==> config.mk <==
export PLATFORM = sky130hd
export DESIGN_NAME = rx_err_fifo
export DESIGN_NICKNAME = d
export VERILOG_FILES = /design/src/rtl/rxq_pkg.sv /design/src/rtl/rxq_store.sv /design/src/rtl/rxq_flag_hold.sv /design/src/rtl/rxq_any_track.sv /design/src/rtl/rx_err_fifo.sv
export SDC_FILE = /design/constraint.sdc
export NUM_CORES = 1
export LEC_CHECK = 0
export BUFFER_PORTS_ARGS = -buffer_cell sky130_fd_sc_hd__clkbuf_2
export CAP_MARGIN = 20
export CORE_MARGIN = 2
export CORE_UTILIZATION = 50
export CTS_BUF_LIST = sky130_fd_sc_hd__clkbuf_8
export DETAILED_ROUTE_END_ITERATION = 6
export MAX_ROUTING_LAYER = met4
export PLACE_DENSITY = 0.65
export SETUP_SLACK_MARGIN = 0.05
export SYNTH_ARGS = -nofsm -noshare
export SYNTH_HDL_FRONTEND = slang
export SYNTH_SLANG_ARGS = --single-unit
export TNS_END_PERCENT = 1
==> constraint.sdc <==
create_clock -name clk -period 8.71 [get_ports clk]
set_input_delay 0.4355 -clock clk [delete_from_list [all_inputs] [get_ports clk]]
set_output_delay 0.4355 -clock clk [all_outputs]
set_load 0.005 [all_outputs]
==> src/rtl/rxq_pkg.sv <==
package rxq_pkg;
    localparam int DATA_W = 8;
    localparam int FLAG_W = 3;

    typedef struct packed {
        logic brk;
        logic frm;
        logic par;
    } rx_flags_t;

    typedef struct packed {
        rx_flags_t           flags;
        logic [DATA_W-1:0]   data;
    } rx_entry_t;

    function automatic logic flags_bad(input rx_flags_t f);
        return f.brk | f.frm | f.par;
    endfunction
endpackage

==> src/rtl/rxq_store.sv <==
module rxq_store
    import rxq_pkg::*;
#(
    parameter int DEPTH = 64
) (
    input  logic              clk,
    input  logic              rst,
    input  logic              fifo_en,
    input  logic              push_req,
    input  rx_entry_t         wr_entry,
    input  logic              pop_req,
    output logic              accept,
    output logic              drop,
    output logic              pop_ok,
    output logic              head_valid,
    output rx_entry_t         head,
    output logic [DATA_W-1:0] last_data
);
    localparam int PTR_W = (DEPTH > 1) ? $clog2(DEPTH) : 1;
    localparam int CNT_W = $clog2(DEPTH + 1);

    rx_entry_t        mem [DEPTH];
    logic [PTR_W-1:0] wr_ptr, rd_ptr;
    logic [CNT_W-1:0] count;
    logic [CNT_W-1:0] cap;
    logic             full;

    function automatic logic [PTR_W-1:0] ptr_inc(input logic [PTR_W-1:0] p);
        return (p == PTR_W'(DEPTH - 1)) ? '0 : p + PTR_W'(1);
    endfunction

    always_comb begin
        cap        = fifo_en ? CNT_W'(DEPTH) : CNT_W'(1);
        full       = (count >= cap);
        head_valid = (count != '0);
        pop_ok     = pop_req & head_valid;
        accept     = push_req & (~full | pop_ok);
        drop       = push_req & ~accept;
        head       = mem[rd_ptr];
    end

    always_ff @(posedge clk) begin
        if (accept) mem[wr_ptr] <= wr_entry;
    end

    always_ff @(posedge clk) begin
        if (rst) begin
            wr_ptr    <= '0;
            rd_ptr    <= '0;
            count     <= '0;
            last_data <= '0;
        end else begin
            if (accept) wr_ptr <= ptr_inc(wr_ptr);
            if (pop_ok) begin
                rd_ptr    <= ptr_inc(rd_ptr);
                last_data <= head.data;
            end
            case ({accept, pop_ok})
                2'b10:   count <= count + CNT_W'(1);
                2'b01:   count <= count - CNT_W'(1);
                default: count <= count;
            endcase
        end
    end

    // occupancy never exceeds the configured depth
    assert_count_bound_R2: assert property (@(posedge clk) disable iff (rst)
        count <= CNT_W'(DEPTH));

    // push with simultaneous pop keeps occupancy constant
    assert_swap_keeps_count_R8: assert property (@(posedge clk) disable iff (rst)
        (accept && pop_ok) |=> $stable(count));
endmodule

==> src/rtl/rxq_flag_hold.sv <==
module rxq_flag_hold
    import rxq_pkg::*;
(
    input  logic              clk,
    input  logic              rst,
    input  logic              head_valid,
    input  logic [FLAG_W-1:0] head_flags,
    input  logic              status_rd,
    input  logic              drop,
    output logic [FLAG_W-1:0] err_out,
    output logic              ovr_out
);
    logic [FLAG_W-1:0] held_q;
    logic [FLAG_W-1:0] live;

    always_comb begin
        live    = head_valid ? head_flags : '0;
        err_out = held_q | live;
    end

    always_ff @(posedge clk) begin
        if (rst) begin
            held_q  <= '0;
            ovr_out <= 1'b0;
        end else begin
            held_q  <= status_rd ? '0 : (held_q | live);
            ovr_out <= drop | (ovr_out & ~status_rd);
        end
    end

    // no error bit falls without a status read
    assert_err_sticky_R4: assert property (@(posedge clk) disable iff (rst)
        !status_rd |=> ((err_out & $past(err_out)) == $past(err_out)));

    // a discarded push always raises overrun
    assert_overrun_set_R7: assert property (@(posedge clk) disable iff (rst)
        drop |=> ovr_out);

    // overrun holds until a status read
    assert_overrun_hold_R7: assert property (@(posedge clk) disable iff (rst)
        (ovr_out && !status_rd) |=> ovr_out);
endmodule

==> src/rtl/rxq_any_track.sv <==
module rxq_any_track #(
    parameter int DEPTH = 64
) (
    input  logic clk,
    input  logic rst,
    input  logic accept,
    input  logic wr_bad,
    input  logic pop_ok,
    input  logic head_bad,
    input  logic status_rd,
    output logic err_any
);
    localparam int CNT_W = $clog2(DEPTH + 1);

    logic [CNT_W-1:0] bad_cnt;
    logic             any_q;
    logic             inc, dec;

    always_comb begin
        inc     = accept & wr_bad;
        dec     = pop_ok & head_bad;
        err_any = any_q | (bad_cnt != '0);
    end

    always_ff @(posedge clk) begin
        if (rst) begin
            bad_cnt <= '0;
            any_q   <= 1'b0;
        end else begin
            case ({inc, dec})
                2'b10:   bad_cnt <= bad_cnt + CNT_W'(1);
                2'b01:   bad_cnt <= bad_cnt - CNT_W'(1);
                default: bad_cnt <= bad_cnt;
            endcase
            any_q <= status_rd ? 1'b0 : (any_q | (bad_cnt != '0));
        end
    end

    // summary bit holds until a status read
    assert_any_hold_R5: assert property (@(posedge clk) disable iff (rst)
        (err_any && !status_rd) |=> err_any);

    // tagged-entry count stays within depth
    assert_bad_bound_R5: assert property (@(posedge clk) disable iff (rst)
        bad_cnt <= CNT_W'(DEPTH));
endmodule

==> src/rtl/rx_err_fifo.sv <==
module rx_err_fifo
    import rxq_pkg::*;
#(
    parameter int DEPTH = 64
) (
    input  logic              clk,
    input  logic              rst,
    input  logic              fifo_en,
    input  logic              rx_push,
    input  logic [DATA_W-1:0] rx_char,
    input  logic              rx_par_err,
    input  logic              rx_frm_err,
    input  logic              rx_brk,
    input  logic              data_rd,
    input  logic              status_rd,
    output logic [DATA_W-1:0] rd_char,
    output logic              char_avail,
    output logic              par_err,
    output logic              frm_err,
    output logic              brk_seen,
    output logic              ovr_err,
    output logic              queue_err
);
    rx_entry_t         wr_entry, head;
    logic              accept, drop, pop_ok, head_valid;
    logic [DATA_W-1:0] last_data;
    logic [FLAG_W-1:0] err_vec;
    rx_flags_t         err_flags;

    always_comb begin
        wr_entry.data      = rx_char;
        wr_entry.flags.par = rx_par_err;
        wr_entry.flags.frm = rx_frm_err;
        wr_entry.flags.brk = rx_brk;
    end

    rxq_store #(.DEPTH(DEPTH)) u_store (
        .clk        (clk),
        .rst        (rst),
        .fifo_en    (fifo_en),
        .push_req   (rx_push),
        .wr_entry   (wr_entry),
        .pop_req    (data_rd),
        .accept     (accept),
        .drop       (drop),
        .pop_ok     (pop_ok),
        .head_valid (head_valid),
        .head       (head),
        .last_data  (last_data)
    );

    rxq_flag_hold u_hold (
        .clk        (clk),
        .rst        (rst),
        .head_valid (head_valid),
        .head_flags (head.flags),
        .status_rd  (status_rd),
        .drop       (drop),
        .err_out    (err_vec),
        .ovr_out    (ovr_err)
    );

    rxq_any_track #(.DEPTH(DEPTH)) u_any (
        .clk       (clk),
        .rst       (rst),
        .accept    (accept),
        .wr_bad    (flags_bad(wr_entry.flags)),
        .pop_ok    (pop_ok),
        .head_bad  (flags_bad(head.flags)),
        .status_rd (status_rd),
        .err_any   (queue_err)
    );

    always_comb begin
        err_flags  = rx_flags_t'(err_vec);
        par_err    = err_flags.par;
        frm_err    = err_flags.frm;
        brk_seen   = err_flags.brk;
        char_avail = head_valid;
        rd_char    = head_valid ? head.data : last_data;
    end

    // a push onto an empty store always makes data ready
    assert_ready_after_push_R1: assert property (@(posedge clk) disable iff (rst)
        (rx_push && !char_avail) |=> char_avail);

    // reading an empty store changes nothing visible
    assert_empty_read_R9: assert property (@(posedge clk) disable iff (rst)
        (data_rd && !char_avail && !rx_push) |=> ($stable(rd_char) && !char_avail));

    // a flagged head character implies the summary bit
    assert_head_bad_any_R5: assert property (@(posedge clk) disable iff (rst)
        (char_avail && (par_err || frm_err || brk_seen) && !status_rd) |=> (queue_err || !char_avail || $past(!flags_bad(head.flags))));
endmodule

* Yosys cells after proc, flatten, opt, wreduce, memory -nomap -nowiden
Memory sizes are Yosys's and may differ from the RTL's. A register that Yosys moved wholly into a read port is not among the register bits.
Index checks and enable logic that the tools add are counted.
** Storage, ports and cells
- Bits in registers :: 39
- Memory bits (writable) :: 704
- Input bits :: 17
- Memories kept :: 1
** Memory list
- u_store.mem :: depth 64, bits a word 11, rd ports 1, clocked after memory_dff 1, write ports 1, RTL line rxq_store.sv:22 : rx_entry_t mem [DEPTH];
** Operators by class
- Add/sub/neg operators :: 6
- Magnitude comparators :: 1
- Equality and inequality tests :: 6
- Mux-type cells :: 11
- Bitwise logic cells :: 17
- Reduce and logical (&&, ||, !) cells :: 5
** Operator list (number)
- 7-bit case mux with 2 select lines :: 2
- 6-bit two-way mux :: 4
- 7-bit by 1-bit adder with 7-bit output (second input constant) :: 2
- 7-bit nonzero test :: 2
- 7-bit by 1-bit subtractor with 7-bit output (second input constant) :: 2
- 6-bit by 1-bit adder with 6-bit output (second input constant) :: 2
- 6-bit equality test (second input constant) :: 2
- 8-bit two-way mux :: 1
- 7-bit greater-or-equal comparator :: 1
- 7-bit two-way mux :: 1
- 1-bit OR :: 7
- 1-bit bitwise AND :: 6
- 2-bit by 1-bit equality test with 1-bit output (second input constant) :: 2
- 2-bit equality test (second input constant) :: 2
- 2-bit nonzero test :: 2
- 3-bit two-way mux :: 1
- 1-bit inverter :: 3
- 3-bit OR :: 1
- 1-bit two-way mux :: 2
- 2-bit OR reduction :: 1

* Logic depth before layout (Yosys ltp)
- Depth after elaboration :: 8
- Mapped depth :: 19
- Depth with buffers taken out :: 16

* Hierarchy
From an unflattened synthesis, not the netlist that was laid out.
** Unflattened totals
- Cells, all modules :: 1508
- Area, all modules :: 29997.5 um2
** By module, submodules not included
- rxq_store :: instances 1, cells an instance 1407, area each 29027.8 um2, sequential area each 21800.9 um2
- rxq_any_track :: instances 1, cells an instance 77, area each 666.9 um2, sequential area each 160.2 um2
- rxq_flag_hold :: instances 1, cells an instance 13, area each 158.9 um2, sequential area each 80.1 um2
- rx_err_fifo :: instances 1, cells an instance 11, area each 143.9 um2, sequential area each 0.0 um2

* Worst setup path before layout
OpenSTA, ideal clock, no wires.
- Kind :: reg-to-reg
- Start :: reg with a tool-made name
- End :: reg u_any.bad_cnt[6]
- Setup time :: 70 ps
- Arrival time :: 3888 ps
- Required time :: 8640 ps
- Path slack :: 4752 ps
- Stages on the path, launching flop included :: 17
- Cell sequence :: dfxtp_1 -> clkbuf_1 -> buf_2 -> mux4_2 -> a211oi_1 -> a21oi_1 -> a32o_1 -> o31a_1 -> ha_1 -> ha_1 -> nor2b_1 -> o21ai_0 -> a21oi_1 -> o21ai_0 -> a21oi_1 -> or4_1 -> a21oi_1
** RTL lines
- to (signal assigned) :: RTL line rxq_any_track.sv:31 : 2'b10: bad_cnt <= bad_cnt + CNT_W'(1);
- to (signal assigned) :: RTL line rxq_any_track.sv:32 : 2'b01: bad_cnt <= bad_cnt - CNT_W'(1);
- to (signal assigned) :: RTL line rxq_any_track.sv:33 : default: bad_cnt <= bad_cnt;
- to (decl) :: RTL line rxq_any_track.sv:15 : logic [CNT_W-1:0] bad_cnt;

==> flow_metrics.py <==
metrics = {
    "run_status": {
        "status": "completed",
    },
    "synthesis": {
        "syn-cell-area_mm2": 0.02929,
        "netlist_instances": 1396,
        "synth_edf_count": 704,
        "post_synth.cell_area_avg_um2": 20.98,
        "ys.flop_type": "edfxtp_1",
        "ys_async_sr_fraction_pct": 0,
        "syn_nets": 1430,
        "synth_seq_cells": 749,
        "ys_seq_area_share_pct": 75.24,
        "yosysTopAreaCellShare_pct": 72.17,
        "yosys-top-cells-area": "edfxtp_1 (72%), mux4_2 (16%), dfxtp_1 (3.1%), nor2_1 (1.2%), ha_1 (0.64%)",
        "synth_top_cell_by_area": "edfxtp_1",
        "ys_types": 56,
        "yosys_warnings": 0,
    },
    "detailed_routing": {
        "detail_route.vias_per_cell": 5.948,
        "drcViolationCount": 0,
        "drtPass1Iterations": 7,
        "drt_iter0_drc": 1550,
        "dr_total_vias": 14340,
        "ant_nets": 0,
        "post_drt_wl_per_cell_um": 26.61,
        "drt-total-wl_um": 64150,
    },
    "setup_path": {
        "worstSetupStartpointType": "flop",
        "required_ns": 8.27,
        "arrival_ns": 5.42,
        "reg2regPathDepth": 16,
        "crit_chain": "buf_4 > buf_4 > mux4_2 > mux4_2 > a22oi_1 > nand2_1 > mux2_2 > clkbuf_2",
        "path_buf_inv": 3,
        "cp_top_family": "buffers and inverters",
        "crit_path_max_incr_delay_ns": 0.86,
        "slowest_stage": "dfxtp_4",
        "timing.rr.end": "u_any.bad_cnt[6]",
        "endpoint_kind": "primary output",
        "worst-r2r-setup-slack_ns": 3.39,
        "path_max_fanout": 40,
        "worstSetupPathType": "flop to primary output",
    },
    "flow_run": {
        "drv_cap": 0,
    },
    "sta": {
        "hold_ws_ns": 0.2206,
        "rsz0062_at_grt": "no",
        "tightest_slew_ns": 1.073,
        "fmax_mhz": 170.8,
        "setup_viol": 0,
        "hold_viol_final": 0,
        "skew_ns": 0.03060,
        "fin_crit_sh_pct": 67.24,
        "fin_tns_setup_ns": 0,
        "finalMaxSlewViolations": 0,
        "fin_crit_ns": 5.857,
        "timing.slew.headroom_pct": 28.47,
    },
    "final_layout": {
        "nFillCells": 4284,
        "stdcell_count": 2411,
        "mostFrequentLayoutCells": "edfxtp_1 (704), mux4_2 (208), clkbuf_8 (118)",
        "stdcell_area_mm2": 0.03289,
        "drive_gt1_share_pct": 29.83,
        "utilization_pct": 56.89,
        "syn_to_final_growth_pct": 12.27,
        "n_antenna_cell": 0,
        "mostFrequentLayoutCell": "edfxtp_1",
        "nets": 1585,
    },
    "clock_network": {
        "cts-root-buf": "clkbuf_8",
        "clkLatencyLatePin_ns": 0.72,
        "tritoncts": "yes",
        "cts_resized": 0,
        "cts_buffer_depth": 3,
        "clock_sinks": 749,
        "cts.reportedPaths.clkPinSlew_ns": 0.06,
        "cts.htree.levels": 3,
        "cts_buffers": 115,
    },
    "place": {
        "portBuffers": 30,
        "dp.cells": 2189,
        "dpl_cell_area_mm2": 0.03063,
        "gp_congestion": 0.8582,
        "dp_hpwl_um": 37030,
    },
    "worst_hold_path": {
        "holdPathStages": 4,
        "min_delay_worst_endpoint": "u_hold.ovr_out",
        "min_from": "rx_push",
        "hp-class": "input pin to flop",
    },
    "power_and_ir_drop": {
        "leakage_nw": 10.39,
        "p_per_area_mw_per_mm2": 269.4,
        "ir_worst_vdd_v": 0.0002262,
    },
    "floorplan": {
        "boundaryPins": 31,
        "rows": 88,
        "core_area_mm2": 0.05781,
        "dieArea_mm2": 0.06054,
        "die_w_um": 246.0,
        "start_util_pct": 50.68,
        "die_h_um": 246.0,
    },
    "grt": {
        "grt_overflow": 0,
        "grtUsageTotal_pct": 22.57,
        "grt_max_degree": 111,
        "grt_pass1_vias": 14600,
        "grt_pass1_wl_um": 96080,
        "grt_antenna_before_repair": 0,
    },
}
==> registers in the layout, summed over array words and instances (netlist names), named ones only <==
name and count:
u_store.mem 704, u_store.rd_ptr 6, u_store.count 7, u_store.wr_ptr 6, u_hold.held_q 3, u_any.any_q 1
u_hold.ovr_out 1, u_store.last_data 8, u_any.bad_cnt 7
==> worst max path at each step <==
stage	cells after the start	end	slack, ns
after floorplan	16	u_any.bad_cnt[6]	4.75
after global placement	16	u_any.bad_cnt[6]	3.38
after detailed placement	16	u_any.bad_cnt[6]	3.38
after CTS	8	rd_char[0]	2.75
after global routing	8	rd_char[0]	2.40
final	8	rd_char[7]	2.85
==> stage by stage <==
step,worst slack [ns],power [mW]
final,2.853,8.860
after global routing,2.396,9.234
after CTS,2.745,8.945
after detailed placement,3.375,6.216
after global placement,3.380,6.193
after floorplan,4.752,5.617
==> final cells by class <==
| class | instances | area [µm²] | area share [%] |
|---|---|---|---|
| inverters | 20 | 75.07 | 0.2283 |
| flip-flops and latches | 749 | 22050 | 67.06 |
| clock inverters | 94 | 525.5 | 1.598 |
| multi-input cells | 554 | 6848 | 20.82 |
| clock buffers | 118 | 1624 | 4.938 |
| well taps | 765 | 957.2 | 2.910 |
| repair buffers | 111 | 804.5 | 2.446 |
==> cells by family (layout without fill, tap and decap cells) <==
logic type / Yosys count / in the layout / synth area share, %
AOI/OAI and AO/OA: 89 / 89 / 2.076
and+or+nand+nor: 199 / 199 / 3.105
adders and majority gates: 17 / 17 / 0.7774
DFF: 749 / 749 / 75.24
xor gates and xnor gates: 15 / 15 / 0.4485
buffers and inverters: 93 / 343 / 1.431
muxes: 234 / 234 / 16.92
==> timing repair <==
action | in CTS | in global routing
buffers inserted | 0 | 0
hold buffers | 1 | 0
endpoints found under the hold margin | 4 | 0
==> worst register-to-register path, delay by kind of cell (launching register included) <==
family          cells  cell delay, ns
mux                 1            0.63
flops               1            0.86
buf+inv             2            0.82
compound gates      9            1.70
simple gates        2            0.62
fa+ha+maj           2            0.63
==> per-layer routing <==
| layer | global-route usage [%] | wire length, µm |
|---|---|---|
| met3 | 5.871 | 5062 |
| met4 | 5.775 | 1467 |
| met5 | - | 0 |
| met2 | 33.10 | 29690 |
| met1 | 31.89 | 27930 |
==> report_power, final <==
| part | leakage, nW | internal [mW] | total (mW) | switching, mW |
|---|---|---|---|---|
| sequential | 6.70 | 4.03 | 4.13 | 0.108 |
| combinational | 2.48 | 0.971 | 1.99 | 1.02 |
| clock | 1.21 | 1.39 | 2.73 | 1.35 |
| total | 10.4 | 6.38 | 8.86 | 2.48 |
==> cells in the mapped netlist (7+ instances only) <==
cell and instances:
buf_1 20, a21oi_1 26, o21ai_0 7, dfxtp_1 45
inv_1 20, a22oi_1 24, ha_1 15, xor2_1 7
xnor2_1 8, edfxtp_1 704, mux4_2 208, buf_4 9
nor2_1 97, buf_2 17, nand3_1 9, nand2_1 43
clkbuf_1 25, mux2i_1 17, nor2b_1 14, mux2_2 8
(Power assumes the default switching activity.)
